<file path="src/rtl/mdu_pkg.sv">
package mdu_pkg;
  typedef enum logic {
    MDU_MUL = 1'b0,
    MDU_DIV = 1'b1
  } mdu_op_e;
endpackage

</file>
<file path="src/rtl/mdu_seq.sv">
module mdu_seq #(
  parameter int ITER = 32
) (
  input  logic clk,
  input  logic rst,
  input  logic go,
  output logic busy,
  output logic accept,
  output logic last
);
  localparam int CW = (ITER > 1) ? $clog2(ITER) : 1;
  localparam logic [CW-1:0] LAST_CNT = CW'(ITER - 1);

  logic          busy_q;
  logic [CW-1:0] cnt_q;

  assign busy   = busy_q;
  assign accept = go && !busy_q;
  assign last   = busy_q && (cnt_q == LAST_CNT);

  always_ff @(posedge clk) begin
    if (rst) begin
      busy_q <= 1'b0;
      cnt_q  <= '0;
    end else if (accept) begin
      busy_q <= 1'b1;
      cnt_q  <= '0;
    end else if (busy_q) begin
      if (last) busy_q <= 1'b0;
      cnt_q <= cnt_q + 1'b1;
    end
  end


  start_raises_busy_chk: assert property (@(posedge clk) disable iff (rst)
    (go && !busy) |=> busy);


  last_drops_busy_chk: assert property (@(posedge clk) disable iff (rst)
    last |=> !busy);


  go_while_busy_ignored_chk: assert property (@(posedge clk) disable iff (rst)
    (go && busy && !last) |=> (busy && cnt_q == $past(cnt_q) + 1'b1));
endmodule

</file>
<file path="src/rtl/mdu_booth_step.sv">
module mdu_booth_step #(
  parameter int W = 32
) (
  input  logic [W:0]   acc_i,
  input  logic [W-1:0] mplr_i,
  input  logic         prev_i,
  input  logic [W-1:0] mcand,
  output logic [W:0]   acc_o,
  output logic [W-1:0] mplr_o,
  output logic         prev_o
);
  logic [W:0] mc_ext;
  logic [W:0] sum;

  assign mc_ext = {mcand[W-1], mcand};

  always_comb begin
    unique case ({mplr_i[0], prev_i})
      2'b01:   sum = acc_i + mc_ext;
      2'b10:   sum = acc_i - mc_ext;
      default: sum = acc_i;
    endcase
    {acc_o, mplr_o, prev_o} = {sum[W], sum, mplr_i};
  end
endmodule

</file>
<file path="src/rtl/mdu_restore_step.sv">
module mdu_restore_step #(
  parameter int W = 32
) (
  input  logic [W:0]   rem_i,
  input  logic [W-1:0] quo_i,
  input  logic [W-1:0] dvsr,
  output logic [W:0]   rem_o,
  output logic [W-1:0] quo_o
);
  logic [W:0] shifted;
  logic [W:0] diff;
  logic       neg;

  assign shifted = {rem_i[W-1:0], quo_i[W-1]};
  assign diff    = shifted - {1'b0, dvsr};
  assign neg     = diff[W];
  assign rem_o   = neg ? shifted : diff;
  assign quo_o   = {quo_i[W-2:0], ~neg};
endmodule

</file>
<file path="src/rtl/mdu_iter.sv">
module mdu_iter
  import mdu_pkg::*;
#(
  parameter int W = 32
) (
  input  logic         clk,
  input  logic         rst,
  input  logic         go,
  input  logic         op_div,
  input  logic [W-1:0] opnd_a,
  input  logic [W-1:0] opnd_b,
  output logic         busy,
  output logic [W-1:0] hi,
  output logic [W-1:0] lo
);
  localparam int ITER = W;

  logic accept, last;

  mdu_seq #(.ITER(ITER)) u_seq (
    .clk    (clk),
    .rst    (rst),
    .go     (go),
    .busy   (busy),
    .accept (accept),
    .last   (last)
  );

  mdu_op_e     op_q;
  logic [W:0]  acc_q;
  logic [W-1:0] sh_q;
  logic [W-1:0] opnd_q;
  logic        prev_q;
  logic [W-1:0] hi_q, lo_q;

  logic [W:0]   b_acc, d_rem;
  logic [W-1:0] b_sh, d_sh;
  logic         b_prev;

  mdu_booth_step #(.W(W)) u_booth (
    .acc_i  (acc_q),
    .mplr_i (sh_q),
    .prev_i (prev_q),
    .mcand  (opnd_q),
    .acc_o  (b_acc),
    .mplr_o (b_sh),
    .prev_o (b_prev)
  );

  mdu_restore_step #(.W(W)) u_div (
    .rem_i (acc_q),
    .quo_i (sh_q),
    .dvsr  (opnd_q),
    .rem_o (d_rem),
    .quo_o (d_sh)
  );

  always_ff @(posedge clk) begin
    if (rst) begin
      op_q   <= MDU_MUL;
      acc_q  <= '0;
      sh_q   <= '0;
      opnd_q <= '0;
      prev_q <= 1'b0;
      hi_q   <= '0;
      lo_q   <= '0;
    end else if (accept) begin
      op_q   <= mdu_op_e'(op_div);
      acc_q  <= '0;
      prev_q <= 1'b0;
      sh_q   <= op_div ? opnd_a : opnd_b;
      opnd_q <= op_div ? opnd_b : opnd_a;
    end else if (busy) begin
      if (op_q == MDU_DIV) begin
        acc_q <= d_rem;
        sh_q  <= d_sh;
      end else begin
        acc_q  <= b_acc;
        sh_q   <= b_sh;
        prev_q <= b_prev;
      end
      if (last) begin
        hi_q <= (op_q == MDU_DIV) ? d_rem[W-1:0] : b_acc[W-1:0];
        lo_q <= (op_q == MDU_DIV) ? d_sh : b_sh;
      end
    end
  end

  assign hi = hi_q;
  assign lo = lo_q;


  reset_clear_chk: assert property (@(posedge clk)
    rst |=> (!busy && hi == '0 && lo == '0));


  result_hold_chk: assert property (@(posedge clk) disable iff (rst)
    !last |=> ($stable(hi) && $stable(lo)));


  remainder_below_divisor_chk: assert property (@(posedge clk) disable iff (rst)
    (busy && op_q == MDU_DIV && opnd_q != '0) |-> (acc_q < {1'b0, opnd_q}));


  div_zero_all_ones_chk: assert property (@(posedge clk) disable iff (rst)
    (last && op_q == MDU_DIV && opnd_q == '0) |=> (lo == '1));
endmodule

</file>
<file path="config.mk">
export PLATFORM = sky130hd
export DESIGN_NAME = mdu_iter
export DESIGN_NICKNAME = d
export VERILOG_FILES = /design/src/rtl/mdu_pkg.sv /design/src/rtl/mdu_seq.sv /design/src/rtl/mdu_booth_step.sv /design/src/rtl/mdu_restore_step.sv /design/src/rtl/mdu_iter.sv
export SDC_FILE = /design/constraint.sdc
export NUM_CORES = 1
export LEC_CHECK = 0
export BUFFER_PORTS_ARGS = -buffer_cell sky130_fd_sc_hd__buf_4
export CORE_MARGIN = 2
export CORE_UTILIZATION = 55
export DETAILED_ROUTE_END_ITERATION = 16
export PLACE_DENSITY = 0.72
export SYNTH_ARGS = -nofsm -noshare
export SYNTH_HDL_FRONTEND = slang
export SYNTH_SLANG_ARGS = --single-unit
</file>
<file path="constraint.sdc">
create_clock -name clk -period 4.88 [get_ports clk]
set_clock_uncertainty 0.1 [all_clocks]
set_input_delay 0.488 -clock clk [delete_from_list [all_inputs] [get_ports clk]]
set_output_delay 0.488 -clock clk [all_outputs]
set_load 0.01 [all_outputs]
</file>
==> impl_metrics.yaml, run 1 <==
floorplan:
  rows: 55
  die_y_um: 155
  die_w_um: 155
  io_pins: 133
  start_util: 0.558
  dieArea_mm2: 0.0241
  core_area_mm2: 0.0226
clocking:
  clock_tree.root_cell: "clkbuf_16"
  cts_tree: "built"
  clk_latency_ps: 450
  clockBufferDepth: 2
  cts_resized: 0
  cts_buffers: 17
  htree_levels: 4
  cts_setup_buffers: 0
  hold_buffers: 0
  cts_sinks: 169
  clk_pin_slew_ps: 80
run:
  drv_cap: 0
timing:
  fin_setup_tns_ps: 0
  finalMaxSlewViolations: 0
  finalSetupViolations: 0
  max_freq_ghz: 0.219
  final.period_utilization: 0.937
  slew_headroom: 0.316
  worstMarginPinSlew_ps: 1030
  report.final.hold_viol_count: 0
  min_period_ps: 4570
  rsz0062_at_grt: "no"
synthesis:
  synth_top_area_frac: 0.269
  synth_cells: 1618
  netlist_area_mm2: 0.0126
  ys_seq_area_frac: 0.269
  synth_flop_cell: "dfxtp_1"
  synthTopCellsByArea: "dfxtp_1 (27%), mux2i_1 (9.0%), ha_1 (6.9%), nor2_1 (6.3%), a211oi_1 (5.8%)"
  synth_xor_area_frac: 0.0508
  synthMuxAreaShare: 0.120
  syn_area_per_cell_um2: 7.79
  synth_edf_count: 0
  yosys.area.top_type: "dfxtp_1"
  ys_ff_latch: 169
  synth-adder-area-share: 0.0717
  async_flop_share: 0
  synth-compound-area-share: 0.249
  synth_nets: 1757
  synth_top_family_by_area: "compound AO/OA/AOI/OAI gates"
  synth_simple_gate_area_frac: 0.190
  ys.warnings.count: 0
  synth.distinct_cells: 77
route:
  wl_um: 40100
  initialDrtViolationCount: 951
  ant_nets: 0
  vias: 12332
  vias_per_cell: 6.22
  drtPass1Iterations: 7
  wl_per_cell_um: 20.3
  route.detailed.drc: 0
min_path:
  hold_class: "input pin to flip-flop"
  min-delay-start: "opnd_a[28]"
  hold-path-cell-count: 3
  min_to: "opnd_q[28]"
global_routing:
  antenna_found_initial: 0
  grt_use_met1: 0.445
  grt.total_usage: 0.328
  use_met3: 0.0730
  grt_max_degree: 72
  gr-total-overflow: 0
  grt_pass1_vias: 11725
  grtUsageMet2: 0.520
  grt_pass1_wl_um: 62800
  grt.busiest_layer: "met2"
worst_setup_path:
  r2r-start: "sh_q[31]"
  cp_data_arrival_time_ps: 4770
  reg2reg_slack_ps: 310
  end_kind: "flip-flop"
  cp_max_fo: 9
  startpoint_type: "flip-flop"
  rr_worst_depth: 19
  rr_endpoint: "hi[25]"
  worstPathRequired_ps: 5070
  critPathKind: "flip-flop to flip-flop"
final_layout:
  drive_gt1_frac: 0.146
  syn_to_final_growth_pct: 13.8
  antennaDiodeCount: 0
  fill_cells: 2054
  layout_common_cells: "nor2_1 (209), dfxtp_1 (167), buf_4 (153), nand2_1 (140), mux2i_1 (113)"
  nets: 1823
  final_cells: 1982
  layout.cells.most_common: "nor2_1"
placement:
  hpwl_um: 29500
  port_buffers: 132
  place_inst: 1950
  place_congestion: 0.990
power_and_ir_drop:
  design_power_total_mw: 4.36
  powerDensity_mw_per_mm2: 304
  ir_drop_v: 0.000194
  leakage_nw: 5.78
outcome:
  status: "finished, final reports clean"
-- cell usage after synthesis, types with 17 or more instances --
master and instances:
dfxtp_1 169, inv_1 56, mux2_2 33, nor3_1 18
ha_1 69, nand2_1 140, nor2_1 210, o21ai_0 91
a211oi_1 98, o21ai_1 43, a21oi_1 107, clkbuf_1 85
nand4_1 17, mux2i_1 113, nand3_1 22, xnor2_1 46
xor2_1 27, nand3b_1 33
-- cell families after synthesis --
family                     after synthesis
and+or+nand+nor                        510
AOI/OAI and AO/OA                      483
DFF                                    169
buffers and inverters                  165
muxes                                  147
xor gates and xnor gates                73
adders and majority gates               71
-- sequential cells by signal, indices dropped and copies added, names as in the netlist --
register and count:
u_seq.cnt_q 5, lo 32, sh_q 32, op_q 1, hi 32, u_seq.busy 1, opnd_q 32, acc_q 33
prev_q 1
-- worst max-delay path, cell delays in order, from the launching register on --
cell	delay [ps]
dfxtp_1	390
inv_1	60
ha_1	200
fa_1	410
nand2b_1	220
a211oi_2	310
o21ai_1	210
o21ai_1	290
o221ai_1	210
o21a_1	240
inv_2	60
o21ai_1	50
a21oi_1	130
ha_1	230
inv_1	220
and3_1	250
a31oi_1	210
o21ai_0	150
nor3b_1	350
a211oi_1	120
-- worst max path at each step --
| stage | from | endpoint | slack, ps |
|---|---|---|---|
| floorplan | opnd_q[19] | hi[28] | 920 |
| global placement | sh_q[31] | hi[25] | 290 |
| CTS | sh_q[31] | hi[31] | 290 |
| detailed placement | sh_q[31] | acc_q[31] | 300 |
| finish | sh_q[31] | hi[25] | 310 |
| global route | sh_q[31] | hi[25] | 10 |
-- area by class of cell --
| class | count | area [µm²] | share of cell area |
|---|---|---|---|
| Clock buffer | 17 | 425 | 0.0297 |
| Clock inverter | 15 | 178 | 0.0124 |
| Inverter | 58 | 218 | 0.0152 |
| Multi-Input combinational cell | 1284 | 8600 | 0.600 |
| Sequential cell | 169 | 3390 | 0.237 |
| Tap cell | 285 | 357 | 0.0249 |
| Timing Repair Buffer | 154 | 1170 | 0.0815 |
-- stage by stage --
step	area [µm²]	utilization	hold WS, ps	setup slack (ps)
3_3_place_gp	13700	0.608	342	289
4_1_cts	14300	0.635	293	285
5_1_grt	14300	0.635	310	14.1
2_1_floorplan	12600	-	365	919
6_report	14300	0.635	298	306
3_5_place_dp	13700	0.608	350	296
-- power breakdown --
| group | internal (mW) | total, mW | switching (mW) |
|---|---|---|---|
| clock network | 0.695 | 1.41 | 0.718 |
| logic | 0.558 | 1.41 | 0.856 |
| registers | 1.44 | 1.53 | 0.0927 |
-- metal layers --
| metal | vias to the layer above | wire length, µm |
|---|---|---|
| met5 | - | 0 |
| met4 | 0 | 1070 |
| met3 | 74 | 3490 |
| met2 | 489 | 17500 |
| met1 | 5773 | 18100 |
| li1 | 5996 | - |
No activity file was read; power rests on OpenSTA's default activity.
==> inputs of run 2 (changes only) <==
CORE_UTILIZATION = 25   (was 55)
PLACE_DENSITY = 0.38   (was 0.72)
==> impl_metrics.yaml, run 2 (synthesis gave the netlist of run 1 again) <==
power_and_ir_drop:
  leakage_nw: 5.83
  ir_drop_v: 0.000219
  intPower_mw: 2.68
  p_seq_frac: 0.348
  p_switching_mw: 1.74
  design_power_total_mw: 4.42
  powerDensity_mw_per_mm2: 297
  swShare: 0.393
  p_comb_frac: 0.335
  p_clk_frac: 0.317
timing:
  rsz0062_at_grt: "no"
  slew_headroom: 0.285
  finalMaxSlewViolations: 0
  finalSetupViolations: 0
  report.final.hold_viol_count: 0
  final.period_utilization: 0.934
  worstMarginPinSlew_ps: 1070
  min_period_ps: 4560
  fin_setup_tns_ps: 0
  max_freq_ghz: 0.219
clocking:
  clk_pin_slew_ps: 70
  cts_tree: "built"
  clk_latency_ps: 500
  cts_buffers: 17
  clockBufferDepth: 2
  cts_sinks: 169
  cts_setup_buffers: 0
  htree_levels: 4
  clock_tree.root_cell: "clkbuf_16"
final_layout:
  design_area_mm2: 0.0149
  layout_common_cells: "nor2_1 (209), buf_4 (168), dfxtp_1 (167), nand2_1 (140), mux2i_1 (113)"
  regMostFlops: "acc_q"
  largest_reg_flops: 33
  antennaDiodeCount: 0
  post-route-util: 0.298
  syn_to_final_growth_pct: 18.2
  drive_gt1_frac: 0.154
  final_cells: 2383
  nets: 1837
  layout.cells.most_common: "nor2_1"
global_routing:
  grt_pass1_wl_um: 74000
  grt_max_degree: 77
  grt_pass1_vias: 11736
  grt.total_usage: 0.185
  antenna_found_initial: 0
  gr-total-overflow: 0
placement:
  hpwl_um: 37100
  port_buffers: 132
  place_congestion: 0.886
  place_inst: 2351
  postPlaceCellArea_mm2: 0.0143
worst_setup_path:
  startpoint_type: "flip-flop"
  critPathTopFamily: "compound AO/OA/AOI/OAI gates"
  cp_data_arrival_time_ps: 4810
  critPathSlowestCell: "a2111oi_2"
  cp_cell_sequence: "nor4_2 -> nand2_1 -> nor3_1 -> a31o_2 -> o21ai_1 -> xnor2_1 -> ha_1 -> nand4_1 -> a2111oi_2 -> buf_4 -> a211oi_1 -> or2_2 -> xnor2_1 -> o221ai_1 -> o21ai_1"
  end_kind: "flip-flop"
  critPathKind: "flip-flop to flip-flop"
  slowest_delay_ps: 500
  cp_num_buf_inv: 1
  cp_max_fo: 9
  worstPathRequired_ps: 5130
floorplan:
  die_w_um: 228
  io_pins: 133
  start_util: 0.252
  rows: 82
  core_area_mm2: 0.0500
  die_y_um: 228
  dieArea_mm2: 0.0522
route:
  route.detailed.drc: 0
  drtPass1Iterations: 5
  vias: 12178
  vias_per_cell: 5.11
  initialDrtViolationCount: 703
  ant_nets: 0
  wl_per_cell_um: 20.5
  wl_um: 48800
run:
  drv_cap: 0
outcome:
  status: "finished, final reports clean"
min_path:
  hold_class: "input pin to flip-flop"
==> run 2: cell types whose count changed in the layout (fill, tap and decap cells not counted), sizes merged <==
cell | previous run | this run
buf | 154 | 168
clkinv | 9 | 7
clkinvlp | 0 | 1
inv | 64 | 65
==> run 2: layer usage <==
metal  up-vias  track usage  part of all wire
li1       6055            -                 -
met1      5839        0.261              0.50
met2       248        0.287              0.44
met3        36       0.0373             0.045
met4         0       0.0476             0.015
met5         -            0                 0
==> run 2: per-stage QoR <==
step,worst slack [ps],hold WS [ps]
detailed placement,107,350
global route,22.4,233
floorplan,919,365
CTS,87.5,205
global placement,114,348
finish,323,243
==> run 2: worst paths after layout <==
check | start | endpoint | slack, ps | depth (start not counted)
setup / recovery | opnd_q[4] | acc_q[27] | 320 | 15
hold / removal | opnd_a[28] | opnd_q[28] | 240 | 3
setup reg to reg | opnd_q[4] | acc_q[27] | 320 | 15
hold reg to reg | hi[16] | hi[16] | 350 | 2
==> run 2: what timing repair did <==
action | 4_1_cts | 5_1_grt
hold buffers | 0 | 0
endpoints found under the setup margin | 0 | 10
resized for setup | 0 | 4
==> run 2: power groups by stage <==
| stage | Combinational (mW) | Sequential (mW) | Clock (mW) |
|---|---|---|---|
| 2_1_floorplan | 1.04 | 1.52 | 0 |
| 3_3_place_gp | 1.48 | 1.57 | 0 |
| 3_5_place_dp | 1.47 | 1.57 | 0 |
| 4_1_cts | 1.47 | 1.54 | 1.47 |
| 5_1_grt | 1.63 | 1.55 | 1.51 |
| 6_report | 1.48 | 1.54 | 1.40 |
==> run 2: layout make-up <==
| class | instances | area (µm²) |
|---|---|---|
| multi-input cells | 1284 | 8610 |
| clock inverters | 15 | 151 |
| well taps | 672 | 841 |
| inverters | 58 | 218 |
| flip-flops and latches | 169 | 3390 |
| fillers | 5507 | 35100 |
| repair buffers | 168 | 1260 |
| clock buffers | 17 | 425 |
==> run 2: worst reg2reg max path, delay by kind of cell, from the launching register on <==
kind / cells / cell delay [ps]
xor+xnor: 2 / 280
compound gates: 6 / 1660
fa+ha+maj: 1 / 440
flops: 1 / 380
buf+inv: 1 / 210
simple gates: 5 / 1360
